### src/rtl/qr_cycle_seq.sv
`timescale 1ns/1ps
module qr_cycle_seq #(
  parameter int CW         = 16,
  parameter int BLANK_ON   = 78,
  parameter int MAX_ON     = 5625,
  parameter int OFF_BLANK  = 500,
  parameter int TIMEOUT    = 1125,
  parameter int VALLEY_DLY = 25
) (
  input  logic          clk,
  input  logic          rst_n,
  input  logic          en,
  input  logic          ilim,
  input  logic          valley,
  input  logic [CW-1:0] toff_min,
  output logic          gate,
  output logic          end_ilim,
  output logic          end_maxon,
  output logic          start_valley,
  output logic          start_timeout
);
  typedef enum logic [2:0] {S_IDLE, S_OFF, S_ARM, S_DLY, S_ON} st_t;

  localparam logic [CW-1:0] BLANK_C = CW'(BLANK_ON);
  localparam logic [CW-1:0] MAXON_C = CW'(MAX_ON - 1);
  localparam logic [CW-1:0] OFFBL_C = CW'(OFF_BLANK);
  localparam logic [CW-1:0] TOUT_C  = CW'(TIMEOUT - 1);
  localparam logic [CW-1:0] DLY_C   = CW'(VALLEY_DLY - 1);

  st_t           st, nxt;
  logic [CW-1:0] cnt;
  logic [CW:0]   arm_at;
  logic          p_ilim, p_max, p_val, p_tout;

  assign arm_at = (toff_min > OFFBL_C) ? {1'b0, toff_min} : {1'b0, OFFBL_C};
  assign gate   = (st == S_ON);

  always_comb begin
    nxt    = st;
    p_ilim = 1'b0;
    p_max  = 1'b0;
    p_val  = 1'b0;
    p_tout = 1'b0;
    if (!en) nxt = S_IDLE;
    else begin
      unique case (st)
        S_IDLE: nxt = S_OFF;
        S_OFF:  if ({1'b0, cnt} + 1'b1 >= arm_at) nxt = S_ARM;
        S_ARM:
          if (valley) begin
            nxt = S_DLY; p_val = 1'b1;
          end else if (cnt >= TOUT_C) begin
            nxt = S_ON; p_tout = 1'b1;
          end
        S_DLY:  if (cnt >= DLY_C) nxt = S_ON;
        S_ON:
          if (ilim && cnt >= BLANK_C) begin
            nxt = S_OFF; p_ilim = 1'b1;
          end else if (cnt >= MAXON_C) begin
            nxt = S_OFF; p_max = 1'b1;
          end
        default: nxt = S_IDLE;
      endcase
    end
  end

  always_ff @(posedge clk or negedge rst_n) begin
    if (!rst_n) begin
      st            <= S_IDLE;
      cnt           <= '0;
      end_ilim      <= 1'b0;
      end_maxon     <= 1'b0;
      start_valley  <= 1'b0;
      start_timeout <= 1'b0;
    end else begin
      st            <= nxt;
      cnt           <= (nxt != st) ? '0 : cnt + 1'b1;
      end_ilim      <= p_ilim;
      end_maxon     <= p_max;
      start_valley  <= p_val;
      start_timeout <= p_tout;
    end
  end


  idle_gate_chk: assert property (@(posedge clk) disable iff (!rst_n)
    !en |=> !gate);

  blank_hold_chk: assert property (@(posedge clk) disable iff (!rst_n)
    (en && st == S_ON && cnt < BLANK_C) |=> gate);

  end_cause_chk: assert property (@(posedge clk) disable iff (!rst_n)
    ($fell(gate) && $past(en)) |-> (end_ilim || end_maxon));

  start_cause_chk: assert property (@(posedge clk) disable iff (!rst_n)
    $rose(gate) |-> (start_timeout || $past(st) == S_DLY));

  pulse_excl_chk: assert property (@(posedge clk) disable iff (!rst_n)
    $onehot0({end_ilim, end_maxon, start_valley, start_timeout}));

  valley_low_chk: assert property (@(posedge clk) disable iff (!rst_n)
    start_valley |-> !gate);
endmodule

### config.mk
export PLATFORM = sky130hd
export DESIGN_NAME = qr_cycle_seq
export DESIGN_NICKNAME = d
export VERILOG_FILES = /design/src/rtl/qr_cycle_seq.sv
export SDC_FILE = /design/constraint.sdc
export NUM_CORES = 1
export LEC_CHECK = 0
export BUFFER_PORTS_ARGS = -buffer_cell sky130_fd_sc_hd__buf_2
export CORE_MARGIN = 1
export CORE_UTILIZATION = 30
export CTS_CLUSTER_DIAMETER = 100
export DETAILED_ROUTE_END_ITERATION = 8
export PLACE_DENSITY_LB_ADDON = 0.08
export SYNTH_ARGS = -nofsm -noshare
export SYNTH_HDL_FRONTEND = slang
export SYNTH_SLANG_ARGS = --single-unit
### constraint.sdc
create_clock -name clk -period 4.45 [get_ports clk]
set_input_delay 0.89 -clock clk [delete_from_list [all_inputs] [get_ports clk]]
set_output_delay 0.89 -clock clk [all_outputs]
set_load 0.005 [all_outputs]
---- Yosys cells after proc, flatten, opt, wreduce, memory -nomap -nowiden ----
Cells that the tools add are included.
cells by class
  multiplexer cells ....................... 24
  order comparisons ....................... 6
  $add $sub $neg .......................... 2
  reduce and logical (&&, ||, !) cells .... 2
  equality and inequality tests ........... 5
operator list
  kind                                                            number
  2-to-1 mux 16 bit                                               2
  2-to-1 mux 3 bit                                                7
  adder 16 x 1 -> 17 bit, second input constant                   1
  >= comparator 17 x 16 -> 1 bit                                  1
  adder 16 x 1 -> 16 bit, second input constant                   1
  >= comparator 16 x 11 -> 1 bit, second input constant           1
  >= comparator 16 x 13 -> 1 bit, second input constant           1
  >= comparator 16 x 5 -> 1 bit, second input constant            1
  >= comparator 16 x 7 -> 1 bit, second input constant            1
  greater-than comparator 16 x 9 -> 1 bit, second input constant  1
  case mux 3 bit (5 select lines)                                 1
  2-to-1 mux 1 bit                                                14
  == test 3 x 2 -> 1 bit, second input constant                   2
  == test 3 x 1 -> 1 bit, second input constant                   1
  == test 3 bit, second input constant                            1
  zero test 3 bit                                                 1
  != test 3 bit                                                   1
  logical AND 1 bit                                               1
storage, ports and cells
  word-level logic and storage cells ...... 45
  flip-flop bits (word level) ............. 23
  output and inout port bits .............. 5
  input port bits ......................... 21

---- Depth between registers and ports, before layout ----
Gate-level depths: netlist (run 1).
  word-level depth ........................ 8
  gate-level depth with buffers ........... 14

---- Worst setup path after synthesis (run 1) ----
OpenSTA, ideal clock, no wires.
  path type ............................... input port to flip-flop
  from .................................... input toff_min[0]
  to ...................................... register cnt[10]
  setup time .............................. 0.119 ns
  arrival time ............................ 3.321 ns
  setup slack ............................. 1.010 ns
  cell stages on the path ................. 13
  buffers on the path ..................... 2
  cell sequence ........................... o21a_1 -> o2111ai_1 -> and3_1 -> clkbuf_1 -> nor2_1 -> ha_1 -> nand2_1 -> nor4_1 -> a22oi_1 -> and4_1 -> o31ai_2 -> buf_6 -> nor2b_2
between the ends
  cells in the longest elaborated chain, start to end .. 8
RTL lines
  item                                     line  source
  from (decl)                              15    input logic [CW-1:0] toff_min,
  greater-than comparator 16 x 9 -> 1 bit  35    assign arm_at = (toff_min > OFFBL_C) ? {1'b0, toff_min} : {1'b0, OFFBL_C};
  2-to-1 mux 16 bit (*)                    35
  >= comparator 17 x 16 -> 1 bit (*)       48    S_OFF: if ({1'b0, cnt} + 1'b1 >= arm_at) nxt = S_ARM;
  2-to-1 mux 3 bit (*)                     48
  case mux 3 bit (5 select lines) (*)      46    unique case (st)
  2-to-1 mux 3 bit (*)                     44    if (!en) nxt = S_IDLE;
  != test 3 bit (*)                        77    cnt <= (nxt != st) ? '0 : cnt + 1'b1;
  2-to-1 mux 16 bit (*)                    77
  to (signal assigned)                     77
  to (decl)                                31    logic [CW-1:0] cnt;
Mark *: on every way between the ends. The rest lies on a longest branch, timed or not.

---- Worst setup path in the final report (run 1) ----
  from .................................... register cnt[0]
  to ...................................... register cnt[2]
between the ends
  cells in the longest elaborated chain, start to end .. 7
  elaborated cells between the ends (all ways) .. 18
RTL lines
  item                                                          line
  adder 16 x 1 -> 17 bit, or another cell as far along          48
  >= comparator 17 x 16 -> 1 bit, or another cell as far along  48
  2-to-1 mux 3 bit, on equally long branches                    48, 50, 57
  case mux 3 bit (5 select lines)                               46
  2-to-1 mux 3 bit                                              44
  != test 3 bit                                                 77
  2-to-1 mux 16 bit (*)                                         77
Marked as above.

==> results.py, run 1 <==
metrics = {
    "status": {
        "status": "complete, no violations",
    },
    "clocking": {
        "cts_buffers": 3,
        "clockBufferDepth": 2,
        "cts_resized": 0,
        "hold_buffers": 0,
        "cts.htree.levels": 1,
        "cts_setup_buffers": 0,
        "clkSinkCount": 23,
        "clk_pin_slew_worst_paths_ps": 80,
        "cts_root_buffer": "clkbuf_8",
        "cts_tree": "done",
        "clk_latency_ps": 260,
    },
    "yosys": {
        "synth-edff-count": 0,
        "synthAdderAreaFrac_pct": 12.4,
        "synthXorXnorAreaFrac_pct": 6.78,
        "synth_area_mm2": 0.00181,
        "synth.area.mux_share_pct": 0,
        "synth_top_family_by_area": "simple AND/OR/NAND/NOR gates",
        "ys_ff_latch": 23,
        "synth_warnings": 0,
        "synth_ff_type": "dfrtp_1",
        "netlist_instances": 200,
        "ys_types": 47,
        "ys_seq_area_share_pct": 31.8,
        "syn-num-nets": 239,
        "synth-compound-area-share_pct": 14.1,
        "synth-simple-area-share_pct": 30.4,
        "synth.avg_cell_area_um2": 9.05,
        "synth-async-reset-ratio_pct": 100,
    },
    "min_path": {
        "min_path_type": "reg2reg",
        "holdPathEnd": "cnt[0]",
        "min_path_cells": 1,
        "holdCritStartpoint": "cnt[0]",
    },
    "routing": {
        "vias_per_cell": 4.99,
        "route.detailed.drc": 0,
        "drt_iter0_markers": 53,
        "ant_nets": 0,
        "first_pass_iters": 4,
        "num_vias": 1482,
        "wl_per_cell_um": 13.7,
        "drt_wl_total_mm": 4.08,
    },
    "worst_setup_path": {
        "cp_slowest_cell": "dfrtp_1",
        "crit_required_ps": 4610,
        "worstPathCellList": "ha_1, nand4_1, nor2_1, nand2_1, nor2_1, xor2_1, ha_1, nand4_1, nor4_1, a22oi_1, and4_1, o31ai_2, buf_4, and2b_1",
        "rr_startpoint": "cnt[0]",
        "slowest_delay_ps": 460,
        "rr_endpoint": "cnt[2]",
        "r2r_slack_ps": 660,
        "reg2regPathDepth": 14,
        "cp-end-kind": "register",
        "path_max_fanout": 16,
        "critical_path_arrival_ps": 3950,
        "cp-start-kind": "register",
        "worstSetupPathType": "reg2reg",
    },
    "sta": {
        "setup_tns_ps": 0,
        "fin_crit_ps": 3790,
        "slew_viol_final": 0,
        "setup_violations": 0,
        "timing.final.crit_share_pct": 85.2,
        "worst_pin_slew_ps": 532,
        "fin_worst_skew_ps": 5.78,
        "hold_viol_final": 0,
        "rsz0062_at_grt": "false",
        "fmax_mhz": 264,
        "slew_headroom_pct": 64.5,
    },
    "placed_design": {
        "place_area_mm2": 0.00200,
        "numPortBuffers": 25,
        "dp.cells": 293,
        "gp_congestion": 0.704,
        "dp_hpwl_mm": 3.32,
    },
    "global_route": {
        "grt_pass1_wl_mm": 7.07,
        "grt_max_degree": 24,
        "overflow": 0,
        "grt_pass1_vias": 1439,
        "antenna_found_initial": 0,
        "grt_usage_pct": 14.5,
    },
    "floorplanning": {
        "start_util_pct": 31.9,
        "ios": 26,
        "dieArea_mm2": 0.00635,
        "num_rows": 27,
        "die_w_um": 79.7,
        "die_h_um": 79.7,
        "coreArea_mm2": 0.00568,
    },
    "power_and_ir_drop": {
        "power_uw": 410,
        "power_leakage_nw": 0.980,
        "powerDensity_mw_per_mm2": 200,
        "ir_drop_mv": 0.104,
    },
    "final_layout": {
        "final_area_mm2": 0.00205,
        "antenna_cells": 0,
        "final_util_pct": 36.1,
        "nNetsFinal": 265,
        "layout_commonest_cell": "buf_2",
        "fillers": 595,
        "final_cell_mix": "buf_2 (25), dfrtp_1 (23), nor2_1 (18), ha_1 (18), inv_1 (14)",
        "finalNonFillerCells": 297,
        "drive_gt1_share_pct": 19.6,
        "area_delta_synth_final_pct": 13.2,
    },
    "job": {
        "cap_violations": 0,
    },
}
[sequential cells by signal (all words and copies together), names as in the netlist]
register and cells:
start_timeout 1, end_ilim 1, st 3, start_valley 1, end_maxon 1, cnt 16
[cell usage after synthesis, types with 2 or more instances]
master / instances / area share, %
clkbuf_1: 2 / 0.42
nand2_1: 13 / 2.7
ha_1: 18 / 12
o21ai_0: 3 / 0.83
nor4_1: 3 / 1.0
dfrtp_1: 23 / 32
o31a_1: 2 / 0.97
a21o_1: 2 / 0.83
o22ai_1: 2 / 0.69
xnor2_1: 8 / 3.9
nor2_1: 18 / 3.7
o31ai_1: 2 / 0.83
nand2b_1: 5 / 1.7
nor3b_1: 2 / 0.83
nor3_1: 8 / 2.2
nor2b_2: 7 / 3.4
and3_1: 2 / 0.69
inv_1: 14 / 2.9
nor2b_1: 9 / 3.1
nand3_1: 8 / 2.2
o21a_1: 2 / 0.83
buf_2: 2 / 0.55
xor2_1: 6 / 2.9
nand4_1: 5 / 1.7
a21oi_1: 7 / 1.9
nor2_2: 2 / 0.69
or4_4: 2 / 1.2
and4_1: 4 / 1.9
[report_power, final]
group	switching, mW	internal, mW	leakage, nW	total [mW]
registers	0.00706	0.213	0.318	0.220
clock network	0.0674	0.0639	0.0228	0.131
logic	0.0344	0.0251	0.639	0.0595
total	0.109	0.302	0.980	0.410
[logic make-up after synthesis]
group,after synthesis
buf+inv,19
compound gates,32
flops,23
fa+ha+maj,18
simple gates,94
xor+xnor,14
[routing by layer]
layer  track usage [%]  wire length (µm)
met4              1.64                14
met5                 0                 0
met3              3.09               112
met2              23.8              1940
met1              19.9              2010
[through the flow]
stage                     hold WS (ps)  setup slack, ps
after floorplan                    481             1010
after global placement             570              579
after detailed placement           553              509
after CTS                          565              600
after global routing               607              322
final                              561              659
[worst max path at each step]
stage	start	to	slack [ps]	depth (start not counted)
after CTS	cnt[0]	cnt[2]	600	14
final	cnt[0]	cnt[2]	660	14
after global placement	toff_min[0]	cnt[2]	580	13
after global routing	cnt[0]	cnt[2]	320	14
after detailed placement	toff_min[0]	cnt[2]	510	13
after floorplan	toff_min[0]	cnt[10]	1010	13
[worst max-delay path, delay by kind of cell (launching register included)]
kind | cells | cell delay [ps]
fa+ha+maj | 2 | 460
simple gates | 8 | 1750
buf+inv | 1 | 300
flops | 1 | 460
xor+xnor | 1 | 270
compound gates | 2 | 420
[layout make-up]
type | count | area [µm²] | share of cell area, %
repair buffers | 26 | 133 | 6.48
clock buffers | 4 | 45.0 | 2.20
multi-input cells | 158 | 1150 | 56.3
flip-flops and latches | 23 | 576 | 28.1
inverters | 14 | 52.6 | 2.57
well taps | 72 | 90.1 | 4.40
Note: power is estimated with default switching activity, not from simulation.
==> inputs of run 2 (changes only) <==
--- a/config.mk
+++ b/config.mk
@@ -10,7 +10,7 @@
 export CORE_UTILIZATION = 30
 export CTS_CLUSTER_DIAMETER = 100
 export DETAILED_ROUTE_END_ITERATION = 8
-export PLACE_DENSITY_LB_ADDON = 0.08
+export PLACE_DENSITY = 0.45
 export SYNTH_ARGS = -nofsm -noshare
 export SYNTH_HDL_FRONTEND = slang
 export SYNTH_SLANG_ARGS = --single-unit
==> run 2 against run 1 <==
Setup slack better by 73 ps. Highest routed layer unchanged. Flip-flop and latch count stayed put. Power is 0.59% lower. Critical path depth stayed put. Register-to-register slack better by 70 ps. Clock power hardly changed. Critical endpoint unchanged. Final cell count stayed put. Via count is 0.40% lower. Largest cell class unchanged.
==> results.py, run 2 (synthesized netlist as in run 1, its figures left out) <==
metrics = {
    "status": {
        "status": "complete, no violations",
    },
    "final_layout": {
        "final_cell_mix": "buf_2 (25), dfrtp_1 (23), nor2_1 (18), ha_1 (18), inv_1 (14)",
        "finalNonFillerCells": 297,
        "top_regs": "cnt: 16 flops, st: 3 flops",
        "nNetsFinal": 265,
        "area_delta_synth_final_pct": 13.2,
        "antenna_cells": 0,
        "layout_commonest_cell": "buf_2",
        "largest_reg_flops": 16,
        "top_register": "cnt",
        "drive_gt1_share_pct": 19.6,
    },
    "sta": {
        "slew_headroom_pct": 63.5,
        "whs_ps": 546,
        "fin_crit_ps": 3720,
        "setup_violations": 0,
        "hold_viol_final": 0,
        "timing.final.crit_share_pct": 83.6,
        "worst_pin_slew_ps": 544,
        "fmax_mhz": 269,
        "setup_tns_ps": 0,
        "slew_viol_final": 0,
        "rsz0062_at_grt": "false",
        "fin_worst_skew_ps": 3.43,
    },
    "worst_setup_path": {
        "crit_required_ps": 4610,
        "worstSetupPathType": "reg2reg",
        "rr_startpoint": "cnt[0]",
        "path_max_fanout": 16,
        "critical_path_arrival_ps": 3880,
        "cp-start-kind": "register",
        "setup.worst_path.start": "cnt[0]",
        "cp-end-kind": "register",
    },
    "routing": {
        "route.detailed.drc": 0,
        "first_pass_iters": 4,
        "drt_iter0_markers": 26,
        "wl_met3_um": 123,
        "drt_wl_total_mm": 3.99,
        "top_layer": "met4",
        "ant_nets": 0,
        "wl_met1_mm": 1.96,
        "wl_per_cell_um": 13.4,
        "wl_met2_mm": 1.86,
        "num_vias": 1476,
        "vias_per_cell": 4.97,
    },
    "floorplanning": {
        "coreArea_mm2": 0.00568,
        "start_util_pct": 31.9,
        "die_h_um": 79.7,
        "num_rows": 27,
        "dieArea_mm2": 0.00635,
        "die_w_um": 79.7,
        "ios": 26,
    },
    "global_route": {
        "overflow": 0,
        "grt_usage_pct": 14.2,
        "grt_pass1_wl_mm": 6.89,
        "antenna_found_initial": 0,
        "grt_max_degree": 24,
        "grt_pass1_vias": 1482,
    },
    "power_and_ir_drop": {
        "power_leakage_nw": 0.980,
        "ir_drop_mv": 0.107,
        "powerDensity_mw_per_mm2": 199,
    },
    "clocking": {
        "cts_tree": "done",
        "clockBufferDepth": 2,
        "clk_pin_slew_worst_paths_ps": 80,
        "cts_root_buffer": "clkbuf_8",
        "cts_setup_buffers": 0,
        "clk_latency_ps": 260,
        "cts_resized": 0,
        "cts.htree.levels": 1,
        "hold_buffers": 0,
        "cts_buffers": 3,
        "clkSinkCount": 23,
    },
    "placed_design": {
        "dp_hpwl_mm": 3.26,
        "gp_congestion": 0.731,
        "dp.cells": 293,
        "numPortBuffers": 25,
    },
    "min_path": {
        "holdCritStartpoint": "cnt[0]",
        "min_path_type": "reg2reg",
    },
    "job": {
        "cap_violations": 0,
    },
}
## run 2: layout make-up
class | instances | area, µm²
clock buffer | 4 | 45.0
fill | 604 | 3630
inverter | 14 | 52.6
multi-input combinational | 158 | 1150
sequential | 23 | 576
tap | 72 | 90.1
timing repair buffer | 26 | 133
## run 2: through the flow
stage / cell area, µm² / total power, mW / setup slack (ps) / util (%)
floorplan: 1810 / 0.260 / 1010 / -
global route: 2050 / 0.437 / 364 / 36.1
CTS: 2050 / 0.417 / 696 / 36.1
global placement: 2000 / 0.284 / 567 / 35.3
finish: 2050 / 0.408 / 732 / 36.1
detailed placement: 2000 / 0.285 / 581 / 35.3
## run 2: final timing paths
kind | endpoint | slack [ps] | cells after the start
setup / recovery | cnt[2] | 730 | 14
min in group asynchronous | end_maxon | 600 | 1
max in group asynchronous | cnt[5] | 3490 | 1
setup reg to reg | cnt[2] | 730 | 14
hold reg to reg | cnt[0] | 550 | 1
hold / removal | cnt[0] | 550 | 1
## run 2: metal layers
metal / GRT usage [%] / vias up
met2: 23.3 / 20
met3: 3.43 / 4
met5: 0 / -
met4: 4.18 / 0
li1: - / 764
met1: 18.3 / 688
## run 2: report_power, final
group          internal [mW]  switching, mW
Sequential             0.213        0.00688
Combinational         0.0253         0.0341
Clock                 0.0639         0.0652
Total                  0.302          0.106
## run 2: critical path: stages (launching register included)
cell	delay [ps]
dfrtp_1	450
ha_1	250
nand4_1	180
nor2_1	290
nand2_1	150
nor2_1	150
xor2_1	100
ha_1	340
nand4_1	140
nor4_1	420
a22oi_1	180
and4_1	240
o31ai_2	240
buf_4	290
and2b_1	210
==> inputs of run 3 (changes only) <==
--- a/config.mk
+++ b/config.mk
@@ -10,7 +10,7 @@
 export CORE_UTILIZATION = 30
 export CTS_CLUSTER_DIAMETER = 100
 export DETAILED_ROUTE_END_ITERATION = 8
-export PLACE_DENSITY = 0.45
+export PLACE_DENSITY = 0.47
 export SYNTH_ARGS = -nofsm -noshare
 export SYNTH_HDL_FRONTEND = slang
 export SYNTH_SLANG_ARGS = --single-unit
==> constraint.sdc (replaced) <==
create_clock -name clk -period 3.1 [get_ports clk]
set_input_delay 0.62 -clock clk [delete_from_list [all_inputs] [get_ports clk]]
set_output_delay 0.62 -clock clk [all_outputs]
set_load 0.005 [all_outputs]
==> run 3 against run 2 <==
Non-clock buffer count rose by 49. Global-route usage is 1.4 points higher. Via count grew 15%. Core utilization rose by 8.6 points. Register-to-register slack worse by 710 ps. Hold slack got worse by 230 ps. Maximum frequency increased by 21%. Critical path type unchanged.
==> results.py, run 3 (synthesized netlist as in run 1, its figures left out) <==
metrics = {
    "min_path": {
        "min_path_type": "in2async",
    },
    "final_layout": {
        "multi_input_area_mm2": 0.00125,
        "top_register": "cnt",
        "area_delta_synth_final_pct": 40.2,
        "final_area_mm2": 0.00254,
        "finalNonFillerCells": 346,
        "top_regs": "cnt: 16 flops, st: 3 flops",
        "antenna_cells": 0,
        "final-seq-area_um2": 576,
        "fillers": 578,
        "nNetsFinal": 314,
        "final_cell_mix": "buf_4 (45), buf_2 (25), dfrtp_1 (23)",
        "largest_reg_flops": 16,
        "drive_gt1_share_pct": 39.8,
        "layout_commonest_cell": "buf_4",
    },
    "placed_design": {
        "dp_hpwl_mm": 3.71,
        "gp_congestion": 0.760,
        "numPortBuffers": 25,
        "place_area_mm2": 0.00232,
        "dp.cells": 334,
    },
    "floorplanning": {
        "die_w_um": 79.7,
        "ios": 26,
        "coreArea_mm2": 0.00568,
        "dieArea_mm2": 0.00635,
        "num_rows": 27,
        "start_util_pct": 31.9,
        "die_h_um": 79.7,
    },
    "worst_setup_path": {
        "crit_required_ps": 3270,
        "cp-end-kind": "register",
        "slowest_delay_ps": 380,
        "cp_slowest_cell": "dfrtp_1",
        "critPathBufInv": 4,
        "worstSetupPathType": "reg2reg",
        "critical_path_arrival_ps": 3250,
        "path_max_fanout": 6,
        "crit_family": "simple AND/OR/NAND/NOR gates",
        "worstPathCellList": "ha_2, nand4_1, nor2_2, buf_4, nand3_4, xnor2_2, ha_1, nand3_2, nor4_4, buf_4, o31ai_2, and4_4, o31ai_4, buf_6, buf_6, nor2b_2",
        "reg2regPathDepth": 16,
        "crit_cells": 16,
        "cp-start-kind": "register",
    },
    "global_route": {
        "antenna_found_initial": 0,
        "grt_usage_pct": 15.6,
        "overflow": 0,
        "grt_pass1_vias": 1654,
        "grt_pass1_wl_mm": 7.53,
        "grt_max_degree": 24,
    },
    "clocking": {
        "cts_root_buffer": "clkbuf_8",
        "clk_latency_ps": 270,
        "clkSinkCount": 23,
        "clk_pin_slew_worst_paths_ps": 90,
        "clockBufferDepth": 2,
        "cts_buffers": 3,
        "cts.htree.levels": 1,
        "cts_tree": "done",
        "hold_buffers": 0,
    },
    "routing": {
        "num_vias": 1697,
        "ant_nets": 0,
        "drt_iter0_markers": 56,
        "route.detailed.drc": 0,
        "vias_per_cell": 4.90,
        "drt_wl_total_mm": 4.58,
        "wl_per_cell_um": 13.2,
        "first_pass_iters": 4,
    },
    "sta": {
        "setup_violations": 0,
        "fmax_mhz": 325,
        "hold_viol_final": 0,
        "rsz0062_at_grt": "true",
        "fin_crit_ps": 3080,
        "slew_headroom_pct": 62.4,
        "fin_worst_skew_ps": 4.52,
        "slew_viol_final": 0,
        "worst_pin_slew_ps": 565,
        "timing.final.crit_share_pct": 99.4,
    },
    "power_and_ir_drop": {
        "ir_drop_mv": 0.127,
        "intPower_uw": 469,
        "pwr-share-clk_pct": 29.8,
        "switching_power_uw": 174,
        "seqPwrFrac_pct": 48.4,
        "p_comb_share_pct": 21.8,
        "powerDensity_mw_per_mm2": 254,
        "power_leakage_nw": 1.27,
        "power_uw": 643,
        "switching_share_pct": 27.1,
    },
    "job": {
        "cap_violations": 0,
    },
    "status": {
        "status": "complete, no violations",
    },
}
## run 3: per-stage QoR
step | hold WS (ps) | setup TNS (ps) | setup WS (ps) | utilization [%]
finish | 313 | 0 | 20.1 | 44.7
global route | 335 | -2430 | -175 | 44.7
CTS | 333 | 0 | 0.422 | 42.4
detailed placement | 555 | -4100 | -304 | 40.9
global placement | 543 | -1980 | -169 | 40.9
floorplan | 324 | 0 | 12.2 | -
## run 3: power groups by stage
stage	logic (mW)	clock network [mW]	registers, mW
global placement	0.120	0	0.317
global route	0.158	0.220	0.312
floorplan	0.0577	0	0.317
finish	0.141	0.191	0.311
detailed placement	0.120	0	0.317
CTS	0.129	0.202	0.311
## run 3: worst paths after layout
kind                        start  endpoint  slack (ps)
min reg2reg                cnt[9]    cnt[9]         670
max reg2reg                cnt[0]   cnt[12]          20
max                        cnt[0]   cnt[12]          20
min in group clk             ilim  end_ilim         610
min                         rst_n     st[0]         310
max in group asynchronous   rst_n    cnt[1]        2430
## run 3: cell type report
class	instances	share of cell area (%)
Clock buffer	3	1.63
Clock inverter	1	0.197
Inverter	14	2.07
Multi-Input combinational cell	158	49.4
Sequential cell	23	22.7
Tap cell	72	3.55
Timing Repair Buffer	75	20.5
## run 3: what timing repair did
item / in CTS / in global routing
setup endpoints to repair: 17 / 17
pin swaps: 2 / 17
setup buffers: 3 / 5
resized for setup: 4 / 19
## run 3: metal layers
metal,track usage [%],vias to the layer above,share of wire (%)
met1,21.5,807,49
met5,0,-,0
met4,3.27,0,0.87
li1,-,861,-
met3,2.74,5,3.0
met2,25.2,24,47
